`config.mk`:
```
export PLATFORM = sky130hd
export DESIGN_NAME = trace_fill_counter
export DESIGN_NICKNAME = d
export VERILOG_FILES = /design/src/rtl/tfc_pkg.sv /design/src/rtl/tfc_step.sv /design/src/rtl/tfc_arm_ctl.sv /design/src/rtl/tfc_count_reg.sv /design/src/rtl/trace_fill_counter.sv
export SDC_FILE = /design/constraint.sdc
export NUM_CORES = 1
export LEC_CHECK = 0
export BUFFER_PORTS_ARGS = -buffer_cell sky130_fd_sc_hd__buf_4
export CORE_MARGIN = 2
export CORE_UTILIZATION = 29
export CTS_BUF_LIST = sky130_fd_sc_hd__clkbuf_8
export CTS_CLUSTER_SIZE = 8
export DETAILED_ROUTE_END_ITERATION = 12
export GPL_TIMING_DRIVEN = 1
export PLACE_DENSITY = 0.58
export SYNTH_ARGS = -nofsm -noshare
export SYNTH_HDL_FRONTEND = slang
export SYNTH_SLANG_ARGS = --single-unit
```
`constraint.sdc`:
```
create_clock -name clk -period 1.4 [get_ports clk]
set_clock_uncertainty 0.05 [all_clocks]
set_input_delay 0.07 -clock clk [delete_from_list [all_inputs] [get_ports clk]]
set_output_delay 0.07 -clock clk [all_outputs]
set_load 0.01 [all_outputs]
```
`src/rtl/tfc_pkg.sv`:
```
package tfc_pkg;

    typedef enum logic [1:0] {
        AL_END   = 2'd0,
        AL_MID   = 2'd1,
        AL_BEGIN = 2'd2,
        AL_RSV   = 2'd3
    } align_e;

    typedef struct packed {
        logic line;
        logic half;
    } store_t;

    // Increment in half-line units; a line store wins over a half store.
    function automatic logic [1:0] store_inc(input store_t st);
        if (st.line)      return 2'd2;
        else if (st.half) return 2'd1;
        else              return 2'd0;
    endfunction

    function automatic logic stops_on_wrap(input align_e m);
        return (m == AL_BEGIN);
    endfunction

endpackage

```
`src/rtl/tfc_step.sv`:
```
module tfc_step
    import tfc_pkg::*;
#(
    parameter int CNT_W = 7
) (
    input  logic [CNT_W-1:0] cnt,
    input  store_t           st,
    output logic [CNT_W-1:0] nxt,
    output logic             wrap
);
    localparam int SUM_W = CNT_W + 1;

    logic [SUM_W-1:0] sum;

    always_comb begin
        sum  = {1'b0, cnt} + SUM_W'(store_inc(st));
        nxt  = sum[CNT_W-1:0];
        wrap = sum[CNT_W];
    end
endmodule

```
`src/rtl/tfc_arm_ctl.sv`:
```
module tfc_arm_ctl
    import tfc_pkg::*;
(
    input  logic   clk,
    input  logic   por,
    input  logic   sys_rst,
    input  logic   arm_set,
    input  logic   wrap_store,
    input  align_e mode,
    output logic   armed,
    output logic   arm_clr_req
);
    logic stop_now;

    always_comb stop_now = wrap_store && stops_on_wrap(mode);

    always_ff @(posedge clk) begin
        if (por || sys_rst) begin
            armed       <= 1'b0;
            arm_clr_req <= 1'b0;
        end else if (arm_set) begin
            armed       <= 1'b1;
            arm_clr_req <= 1'b0;
        end else begin
            arm_clr_req <= stop_now;
            if (stop_now) armed <= 1'b0;
        end
    end

    // the arm-clear request always comes with a disarmed session
    a_r9_clr_disarms: assert property (@(posedge clk) disable iff (por)
        arm_clr_req |-> !armed);

    // the request lasts a single cycle
    a_r9_clr_pulse: assert property (@(posedge clk) disable iff (por)
        arm_clr_req |=> !arm_clr_req);

    // a system reset ends the session
    a_r3_sysrst_disarms: assert property (@(posedge clk) disable iff (por)
        sys_rst |=> (!armed && !arm_clr_req));
endmodule

```
`src/rtl/tfc_count_reg.sv`:
```
module tfc_count_reg #(
    parameter int CNT_W = 7
) (
    input  logic             clk,
    input  logic             por,
    input  logic             sys_rst,
    input  logic             arm_set,
    input  logic             fire,
    input  logic [CNT_W-1:0] nxt,
    input  logic             wrap,
    output logic [CNT_W-1:0] cnt,
    output logic             full
);
    always_ff @(posedge clk) begin
        if (por) begin
            cnt  <= '0;
            full <= 1'b0;
        end else if (sys_rst) begin
            cnt  <= cnt;
            full <= full;
        end else if (arm_set) begin
            cnt  <= '0;
            full <= 1'b0;
        end else if (fire) begin
            cnt <= nxt;
            if (wrap) full <= 1'b1;
        end
    end

    // system reset leaves count and flag alone
    a_r3_sysrst_keeps: assert property (@(posedge clk) disable iff (por)
        sys_rst |=> (cnt == $past(cnt) && full == $past(full)));

    // an arm strobe clears count and flag
    a_r4_arm_clears: assert property (@(posedge clk) disable iff (por)
        (arm_set && !sys_rst) |=> (cnt == '0 && !full));

    // the full flag is sticky
    a_r7_full_sticky: assert property (@(posedge clk) disable iff (por)
        (full && !arm_set) |=> full);
endmodule

```
`src/rtl/trace_fill_counter.sv`:
```
module trace_fill_counter
    import tfc_pkg::*;
#(
    parameter int LINE_AW = 6,
    parameter int IMG_W   = 8
) (
    input  logic               clk,
    input  logic               por,
    input  logic               sys_rst,
    input  logic               arm_set,
    input  logic               store_line,
    input  logic               store_half,
    input  logic [1:0]         align_mode,
    output logic [IMG_W-1:0]   cnt_img,
    output logic               buf_full,
    output logic [LINE_AW-1:0] wr_ptr,
    output logic               wr_half,
    output logic               arm_clr_req
);
    localparam int CNT_W = LINE_AW + 1;
    localparam int PAD_W = IMG_W - CNT_W;

    store_t           st;
    align_e           mode;
    logic [CNT_W-1:0] cnt;
    logic [CNT_W-1:0] nxt;
    logic             wrap;
    logic             armed;
    logic             fire;

    always_comb begin
        st.line = store_line;
        st.half = store_half;
        mode    = align_e'(align_mode);
        fire    = armed && (store_line || store_half) && !arm_set && !sys_rst;
    end

    tfc_step #(.CNT_W(CNT_W)) u_step (
        .cnt  (cnt),
        .st   (st),
        .nxt  (nxt),
        .wrap (wrap)
    );

    tfc_count_reg #(.CNT_W(CNT_W)) u_cnt (
        .clk     (clk),
        .por     (por),
        .sys_rst (sys_rst),
        .arm_set (arm_set),
        .fire    (fire),
        .nxt     (nxt),
        .wrap    (wrap),
        .cnt     (cnt),
        .full    (buf_full)
    );

    tfc_arm_ctl u_arm (
        .clk         (clk),
        .por         (por),
        .sys_rst     (sys_rst),
        .arm_set     (arm_set),
        .wrap_store  (fire && wrap),
        .mode        (mode),
        .armed       (armed),
        .arm_clr_req (arm_clr_req)
    );

    generate
        if (PAD_W > 0) begin : g_pad
            assign cnt_img = {{PAD_W{1'b0}}, cnt};
        end else begin : g_nopad
            assign cnt_img = cnt[IMG_W-1:0];
        end
    endgenerate

    assign wr_ptr  = cnt[CNT_W-1:1];
    assign wr_half = cnt[0];

    // an unarmed cycle without arm or reset freezes the count
    a_r6_unarmed_hold: assert property (@(posedge clk) disable iff (por)
        (!armed && !arm_set && !sys_rst) |=> $stable(cnt_img));

    // a wrapping store raises the full flag
    a_r7_wrap_sets_full: assert property (@(posedge clk) disable iff (por)
        (fire && wrap) |=> buf_full);
endmodule

```
== Word level (Yosys, flattened, before mapping) ==
Cells that the tools add are included.

* Bits in registers: 10
* Input port bits: 8
* Word-level logic and storage cells: 31

* $add $sub $neg: 1
* Equal/unequal tests: 1
* Muxes and demuxes: 9
* Bitwise gates (word level): 1
* Reductions and logical operators: 15

{| class="wikitable"
|+ Operators with widths
! operator !! count
|-
| $mux 7 || 2
|-
| $add 7x2->8 || 1
|-
| $mux 1 || 6
|-
| $reduce_bool 2->1 || 3
|-
| $logic_and 1x1->1 || 5
|-
| $reduce_and 3->1 || 1
|-
| $eq 2x2->1 const B || 1
|-
| $logic_not 1->1 || 2
|-
| $logic_or 1x1->1 || 2
|-
| $mux 2 || 1
|-
| $reduce_and 2->1 || 1
|-
| $reduce_or 2->1 || 1
|-
| $not 1->1 || 1
|}

== Logic depth before layout (Yosys ltp) ==
Gate-level depths: netlist (run 1).

* Depth after elaboration: 8
* Mapped depth: 6
* Gate-level depth less buffers: 6

== Hierarchy ==
Synthesis (run 1) repeated with hierarchy kept, for this count alone.

* Cell total of the unflattened synthesis: 76
* Area total of the unflattened synthesis: 684.4 µm²

{| class="wikitable"
|+ Modules (own cells, without submodules)
! module !! instances !! cells each !! area each (µm²) !! seq. area each (µm²)
|-
| tfc_count_reg || 1 || 37 || 349.1 || 160.2
|-
| tfc_step || 1 || 21 || 161.4 || 0.0
|-
| trace_fill_counter || 1 || 12 || 92.6 || 0.0
|-
| tfc_arm_ctl || 1 || 6 || 81.3 || 40.0
|}

== Worst setup path before layout (run 1) ==
Ideal clock, no wire load.

* Kind: register to register
* Start point: register u_cnt.cnt[0]
* End point: register u_cnt.cnt[2]
* Arrival: 1.305 ns
* Data required time: 1.234 ns
* Path slack: -0.072 ns
* Stages on the path, launching flop included: 6
* Path buffers: 0
* Cells stage by stage: dfxtp_1 -> ha_1 -> fa_1 -> o211ai_1 -> xor2_1 -> nor2_1

* Longest elaborated chain between the ends: 3

{| class="wikitable"
|+ RTL lines
! what !! RTL line !! source
|-
| start, declared || tfc_count_reg.sv:11 || <nowiki>output logic [CNT_W-1:0] cnt,</nowiki>
|-
| start signal, assigned || tfc_count_reg.sv:19 || <nowiki>cnt <= cnt;</nowiki>
|-
| start signal, assigned || tfc_count_reg.sv:25 || <nowiki>cnt <= nxt;</nowiki>
|-
| $add 7x2->8 || tfc_step.sv:16 || <nowiki>sum = {1'b0, cnt} + SUM_W'(store_inc(st));</nowiki>
|-
| $mux 7 || tfc_count_reg.sv:24 || <nowiki>end else if (fire) begin</nowiki>
|-
| $mux 7 || tfc_count_reg.sv:21 || <nowiki>end else if (arm_set) begin</nowiki>
|}

Every way passes these cells. The select of a mux whose other input is x is not followed.
A chain may end at the register's enable or synchronous reset.

== Worst setup path after layout (run 1) ==
* Start point: register u_cnt.cnt[0]
* End point: register u_cnt.cnt[4]

Same word-level chain as after synthesis.

==> impl_metrics.py, run 1 <==
metrics = {
    "finish": {
        "final_common_cell": "buf_4",
        "utilization_pct": 48.9,
        "drive_above_1_share_pct": 52.6,
        "fill_cells": 198,
        "diodes": 0,
        "fin_cells": 124,
        "final_cell_mix": "32 x buf_4, 8 x dfxtp_1, 6 x nor2_1",
        "syn_to_final_growth_pct": 58.6,
        "fin_nets": 110,
    },
    "min_path": {
        "hold_class": "in -> reg",
    },
    "floorplanning": {
        "floorplan.die_area_um2": 2490,
        "die_y_um": 49.9,
        "placementRows": 16,
        "die_w_um": 49.9,
        "ios": 25,
        "coreArea_um2": 1980,
        "start_util_pct": 30.8,
    },
    "flow_run": {
        "cap_violations": 0,
    },
    "worst_setup_path": {
        "crit_path_frequent_cell": "o211ai_1",
        "path_class": "reg -> reg",
        "cp-start-kind": "flip-flop",
        "rr_startpoint": "u_cnt.cnt[0]$_SDFFE_PP0P_",
        "endpoint": "u_cnt.cnt[4]$_SDFFE_PP0P_",
        "cpMaxStageDelayCell": "dfxtp_4",
        "cp-end-kind": "flip-flop",
        "r2r-end": "u_cnt.cnt[4]$_SDFFE_PP0P_",
        "critical_path.startpoint": "u_cnt.cnt[0]$_SDFFE_PP0P_",
        "rr_worst_depth": 5,
        "critical-path-top-delay-family": "compound AO/OA/AOI/OAI gates",
        "critPathMaxFanout": 5,
        "worstPathRequired_ns": 1.47,
        "slowest_delay_ns": 0.35,
        "cp_num_cells": 5,
        "rrSetupSlack_ns": -0.06,
        "arrival_ns": 1.53,
        "worst-path-buf-inv": 0,
        "path_cells": "ha_4, fa_2, o211ai_1, o211ai_1, o41ai_1",
    },
    "clock_tree": {
        "cts_tree": "yes",
        "clk_pin_slew_ns": 0.05,
        "cts_max_path_buffers": 2,
        "clk_latency_ns": 0.24,
        "cts.sinks": 10,
        "htreeDepth": 1,
        "cts_buffers": 3,
        "ctsRootBufferMaster": "clkbuf_8",
    },
    "detailed_routing": {
        "wl_mm": 1.51,
        "wl_met2_um": 733,
        "drtIter0Drc": 14,
        "firstDrtPassIters": 4,
        "topRoutingLayerUsed": "met4",
        "wl_met1_um": 685,
        "wire_per_inst_um": 12.2,
        "dr_total_vias": 581,
        "drc": 0,
        "wl_met3_um": 82,
        "detail_route.vias_per_cell": 4.69,
        "final_antenna_net_count": 0,
    },
    "power_and_ir_drop": {
        "p_leak_nw": 0.446,
        "peakVddDrop_mv": 0.458,
        "power_mw": 0.726,
        "power_density_nw_per_um2": 749,
    },
    "outcome": {
        "violations": "negative setup slack",
        "status": "complete, but fails checks",
    },
    "yosys": {
        "synth_area_um2": 611,
        "synth.distinct_cells": 29,
        "yosys_warnings": 0,
        "syn_area_per_cell_um2": 9.11,
        "syn_inst": 67,
        "synth_nets": 79,
        "synth_seq_cells": 10,
        "synth_area_leaders": "dfxtp_1 33%, buf_4 9.8%, ha_1 6.1%, a21o_1 4.9%, nor2_1 3.7%",
        "synth_top_area_cell": "dfxtp_1",
        "ys_seq_area_share_pct": 32.8,
        "synth_top_area_share_pct": 32.8,
    },
    "placed_design": {
        "place_inst": 116,
        "place_ws_ns": -0.126,
        "dpl.hpwl_mm": 1.15,
        "port_buffers": 23,
        "gp_congestion": 0.819,
    },
    "grt": {
        "grt_use_total_pct": 14.0,
        "grt_max_degree": 9,
        "grt_pass1_vias": 604,
        "antenna_found_initial": 0,
        "grt_remaining_overflow": 0,
        "grt_pass1_wl_mm": 2.65,
    },
    "sta": {
        "finalMaxSlewViolations": 0,
        "fmax_mhz": 684,
        "rsz0062_at_grt": "true",
        "fin_crit_sh_pct": 104,
        "setup_viol": 4,
        "fin_ws_ns": -0.0621,
        "layout_min_cycle_time_ns": 1.46,
        "hold_viol_final": 0,
    },
}
==> synth_stat cells <==
master     count
nand3_1        2
a21oi_1        2
o211ai_1       2
nor4_1         2
fa_1           1
ha_1           3
nand2b_1       1
nand2_1        4
nor2b_4        1
dfxtp_1       10
nand3b_1       2
nor2_1         6
o41ai_1        2
nor3_1         1
xor2_1         2
o2111ai_1      2
conb_1         1
a21o_1         4
inv_1          1
nor4_2         1
o211ai_2       1
and3_1         1
nor3b_1        1
or2_1          1
buf_4          8
o21ai_0        1
o311ai_1       1
or2_2          1
nor2b_1        2
==> worst min-delay path by stage <==
stage                     startpoint                      endpoint  slack [ns]  cells after the start
final                            por     u_cnt.cnt[1]$_SDFFE_PP0P_        0.01                      2
after global routing             por     u_cnt.cnt[1]$_SDFFE_PP0P_        0.02                      2
after detailed placement     sys_rst  u_arm.arm_clr_req$_SDFF_PP0_        0.24                      2
after CTS                        por     u_cnt.cnt[1]$_SDFFE_PP0P_       0.005                      2
after global placement           por     u_cnt.cnt[0]$_SDFFE_PP0P_        0.24                      2
after floorplan                  por     u_cnt.cnt[0]$_SDFFE_PP0P_        0.08                      1
==> repair_timing <==
action                     in CTS  in global routing
hold buffers                    2                  0
pin swaps                       7                  6
setup buffers                   2                  0
hold endpoints to repair        1                  0
setup endpoints to repair       5                  6
resized for setup               4                  4
==> logic make-up after synthesis <==
kind of cell	synth area share, %
AND/OR/NAND/NOR	24.8
other	0.614
adder cells (fa/ha/maj)	9.43
AO/OA/AOI/OAI	19.1
XOR/XNOR	2.87
buffers and inverters	10.5
flip-flops	32.8
==> stage by stage <==
step | hold slack [ns] | setup TNS, ns | cell area [µm²]
2_1_floorplan | 0.0794 | -0.00757 | 633
3_3_place_gp | 0.241 | -0.243 | 832
3_5_place_dp | 0.241 | -0.483 | 832
4_1_cts | 0.00469 | -0.153 | 946
5_1_grt | 0.0221 | -0.464 | 968
6_report | 0.0145 | -0.144 | 968
==> final cells by class <==
type	count	area, µm²	area share [%]
tap	27	33.8	3.49
timing repair buffer	34	260	26.9
inverter	1	3.75	0.388
clock buffer	4	55.1	5.68
multi-input combinational	48	410	42.4
sequential	10	205	21.2
==> flip-flops by register name, summed over array words and instances, names as in the netlist <==
register	count
u_arm.arm_clr_req	1
u_arm.armed	1
u_cnt.cnt	7
u_cnt.full	1
==> report_power, final <==
| group | internal, mW | switching (mW) | total, mW |
|---|---|---|---|
| clock | 0.248 | 0.117 | 0.364 |
| sequential | 0.285 | 0.00128 | 0.286 |
| combinational | 0.0358 | 0.0391 | 0.0750 |
==> per-layer routing <==
metal  vias up  GRT usage [%]
met4         0           6.94
met5         -              0
li1        293              -
met2        16           21.6
met1       270           17.5
met3         2           4.24
Power figures use the tool's default switching activity.
==> inputs of run 2 (changes only) <==
--- a/config.mk
+++ b/config.mk
@@ -5,7 +5,7 @@
 export SDC_FILE = /design/constraint.sdc
 export NUM_CORES = 1
 export LEC_CHECK = 0
-export BUFFER_PORTS_ARGS = -buffer_cell sky130_fd_sc_hd__buf_4
+export BUFFER_PORTS_ARGS = -buffer_cell sky130_fd_sc_hd__buf_2
 export CORE_MARGIN = 2
 export CORE_UTILIZATION = 29
 export CTS_BUF_LIST = sky130_fd_sc_hd__clkbuf_8
==> run 2 against run 1 <==
Net effect:
- the flow still finishes with violations (negative setup slack)
- global-route usage shrank 0.68 points
- via count shrank 0.86%
- fmax shrank 0.65%
- clock power shrank 14%
- setup slack lost 0.0096 ns
- sequential power is essentially flat
- critical path depth is the same
- critical path type unchanged
==> impl_metrics.py, run 2 (synthesis gave the netlist of run 1 again) <==
metrics = {
    "floorplanning": {
        "die_y_um": 49.9,
        "ios": 25,
        "coreArea_um2": 1980,
        "die_w_um": 49.9,
        "floorplan.die_area_um2": 2490,
        "placementRows": 16,
        "start_util_pct": 30.8,
    },
    "sta": {
        "fmax_mhz": 680,
        "hold_viol_final": 0,
        "fin_crit_sh_pct": 105,
        "setup_viol": 4,
        "fin_tns_setup_ns": -0.234,
        "fin_ws_ns": -0.0716,
        "rsz0062_at_grt": "true",
        "layout_min_cycle_time_ns": 1.47,
        "finalMaxSlewViolations": 0,
    },
    "power_and_ir_drop": {
        "pwr-share-clk_pct": 47.2,
        "p_seq_share_pct": 43.1,
        "p_sw_mw": 0.161,
        "combPwrFrac_pct": 9.7,
        "power_density_nw_per_um2": 762,
        "netSwitchingFraction_pct": 24.2,
        "intPower_mw": 0.504,
        "p_leak_nw": 0.436,
        "power_mw": 0.665,
        "peakVddDrop_mv": 0.468,
    },
    "outcome": {
        "violations": "negative setup slack",
        "status": "complete, but fails checks",
    },
    "clock_tree": {
        "ctsRootBufferMaster": "clkbuf_8",
        "cts_tree": "yes",
        "cts_max_path_buffers": 2,
        "clk_pin_slew_ns": 0.05,
        "cts.sinks": 10,
        "clk_latency_ns": 0.24,
        "htreeDepth": 1,
        "cts_buffers": 3,
    },
    "worst_setup_path": {
        "path_cells": "ha_4, fa_2, o211ai_1, buf_4, o41ai_2",
        "path_class": "reg -> reg",
        "rr_startpoint": "u_cnt.cnt[0]$_SDFFE_PP0P_",
        "arrival_ns": 1.53,
        "slowest_delay_ns": 0.35,
        "critPathMaxFanout": 5,
        "critical_path.startpoint": "u_cnt.cnt[0]$_SDFFE_PP0P_",
        "cp-start-kind": "flip-flop",
        "worstPathRequired_ns": 1.46,
        "cpMaxStageDelayCell": "dfxtp_4",
        "cp-end-kind": "flip-flop",
    },
    "grt": {
        "grt_pass1_vias": 566,
        "grt_max_degree": 9,
        "grt_remaining_overflow": 0,
        "grt_use_total_pct": 13.3,
        "antenna_found_initial": 0,
        "grt_pass1_wl_mm": 2.46,
    },
    "detailed_routing": {
        "wire_per_inst_um": 12.4,
        "drc": 0,
        "dr_total_vias": 576,
        "firstDrtPassIters": 4,
        "detail_route.vias_per_cell": 4.72,
        "final_antenna_net_count": 0,
        "drtIter0Drc": 10,
        "wl_mm": 1.51,
    },
    "finish": {
        "drive_above_1_share_pct": 51.6,
        "final_cell_mix": "23 x buf_2, 9 x buf_4, 7 x dfxtp_1",
        "largest_reg_flops": 7,
        "syn_to_final_growth_pct": 42.8,
        "fin_nets": 108,
        "final_common_cell": "buf_2",
        "regMostFlops": "u_cnt.cnt",
        "diodes": 0,
    },
    "min_path": {
        "hold_class": "in -> reg",
        "hp-start": "por",
    },
    "placed_design": {
        "port_buffers": 23,
        "gp_congestion": 0.786,
        "dpl.hpwl_mm": 1.13,
    },
    "flow_run": {
        "cap_violations": 0,
    },
}
run 2: critical path, delay by kind of cell, from the launching register on:
| family | cells | cell delay (ns) |
|---|---|---|
| buffers and inverters | 1 | 0.19 |
| AOI/OAI and AO/OA | 2 | 0.27 |
| adders and majority gates | 2 | 0.47 |
| DFF | 1 | 0.35 |
run 2: worst paths after layout:
check / end / slack (ns) / cells past startpoint
setup / recovery: u_cnt.cnt[4]$_SDFFE_PP0P_ / -0.07 / 5
hold / removal: u_cnt.cnt[1]$_SDFFE_PP0P_ / 0.03 / 2
setup reg to reg: u_cnt.cnt[4]$_SDFFE_PP0P_ / -0.07 / 5
hold reg to reg: u_cnt.full$_SDFFE_PP0P_ / 0.40 / 1
run 2: cell type report:
| class | instances | area (µm²) |
|---|---|---|
| clock buffer | 3 | 41.3 |
| tap | 27 | 33.8 |
| inverter | 1 | 3.75 |
| timing repair buffer | 32 | 183 |
| multi-input combinational | 48 | 400 |
| sequential | 10 | 206 |
| clock inverter | 1 | 3.75 |
| fill | 197 | 1110 |
run 2: per-stage QoR:
stage	hold slack, ns	instances	util, %	instance area (µm²)	worst slack (ns)
2_1_floorplan	0.0794	67	-	633	-0.00757
3_3_place_gp	0.281	116	39.1	774	-0.0848
3_5_place_dp	0.282	116	39.1	774	-0.153
4_1_cts	0.0270	122	43.4	860	-0.0526
5_1_grt	0.0440	122	44.0	872	-0.120
6_report	0.0344	122	44.0	872	-0.0716
run 2: power by group through the flow:
stage | sequential (mW) | clock [mW] | combinational (mW)
after floorplan | 0.292 | 0 | 0.0294
after global placement | 0.292 | 0 | 0.0598
after detailed placement | 0.292 | 0 | 0.0602
after CTS | 0.286 | 0.322 | 0.0633
after global routing | 0.286 | 0.336 | 0.0721
final | 0.287 | 0.314 | 0.0643
run 2: metal layers:
metal | vias up | global-route usage [%] | part of all wire (%)
met3 | 3 | 4.55 | 5.0
met5 | - | 0 | 0
met4 | 0 | 6.94 | 1.4
li1 | 291 | - | -
met1 | 263 | 14.3 | 44
met2 | 19 | 22.9 | 50
run 2: repair_timing:
item,in CTS,in global routing
buffers inserted,2,0
pin swaps,7,5
endpoints found under the setup margin,5,5
hold buffers,0,0
resized for setup,4,3
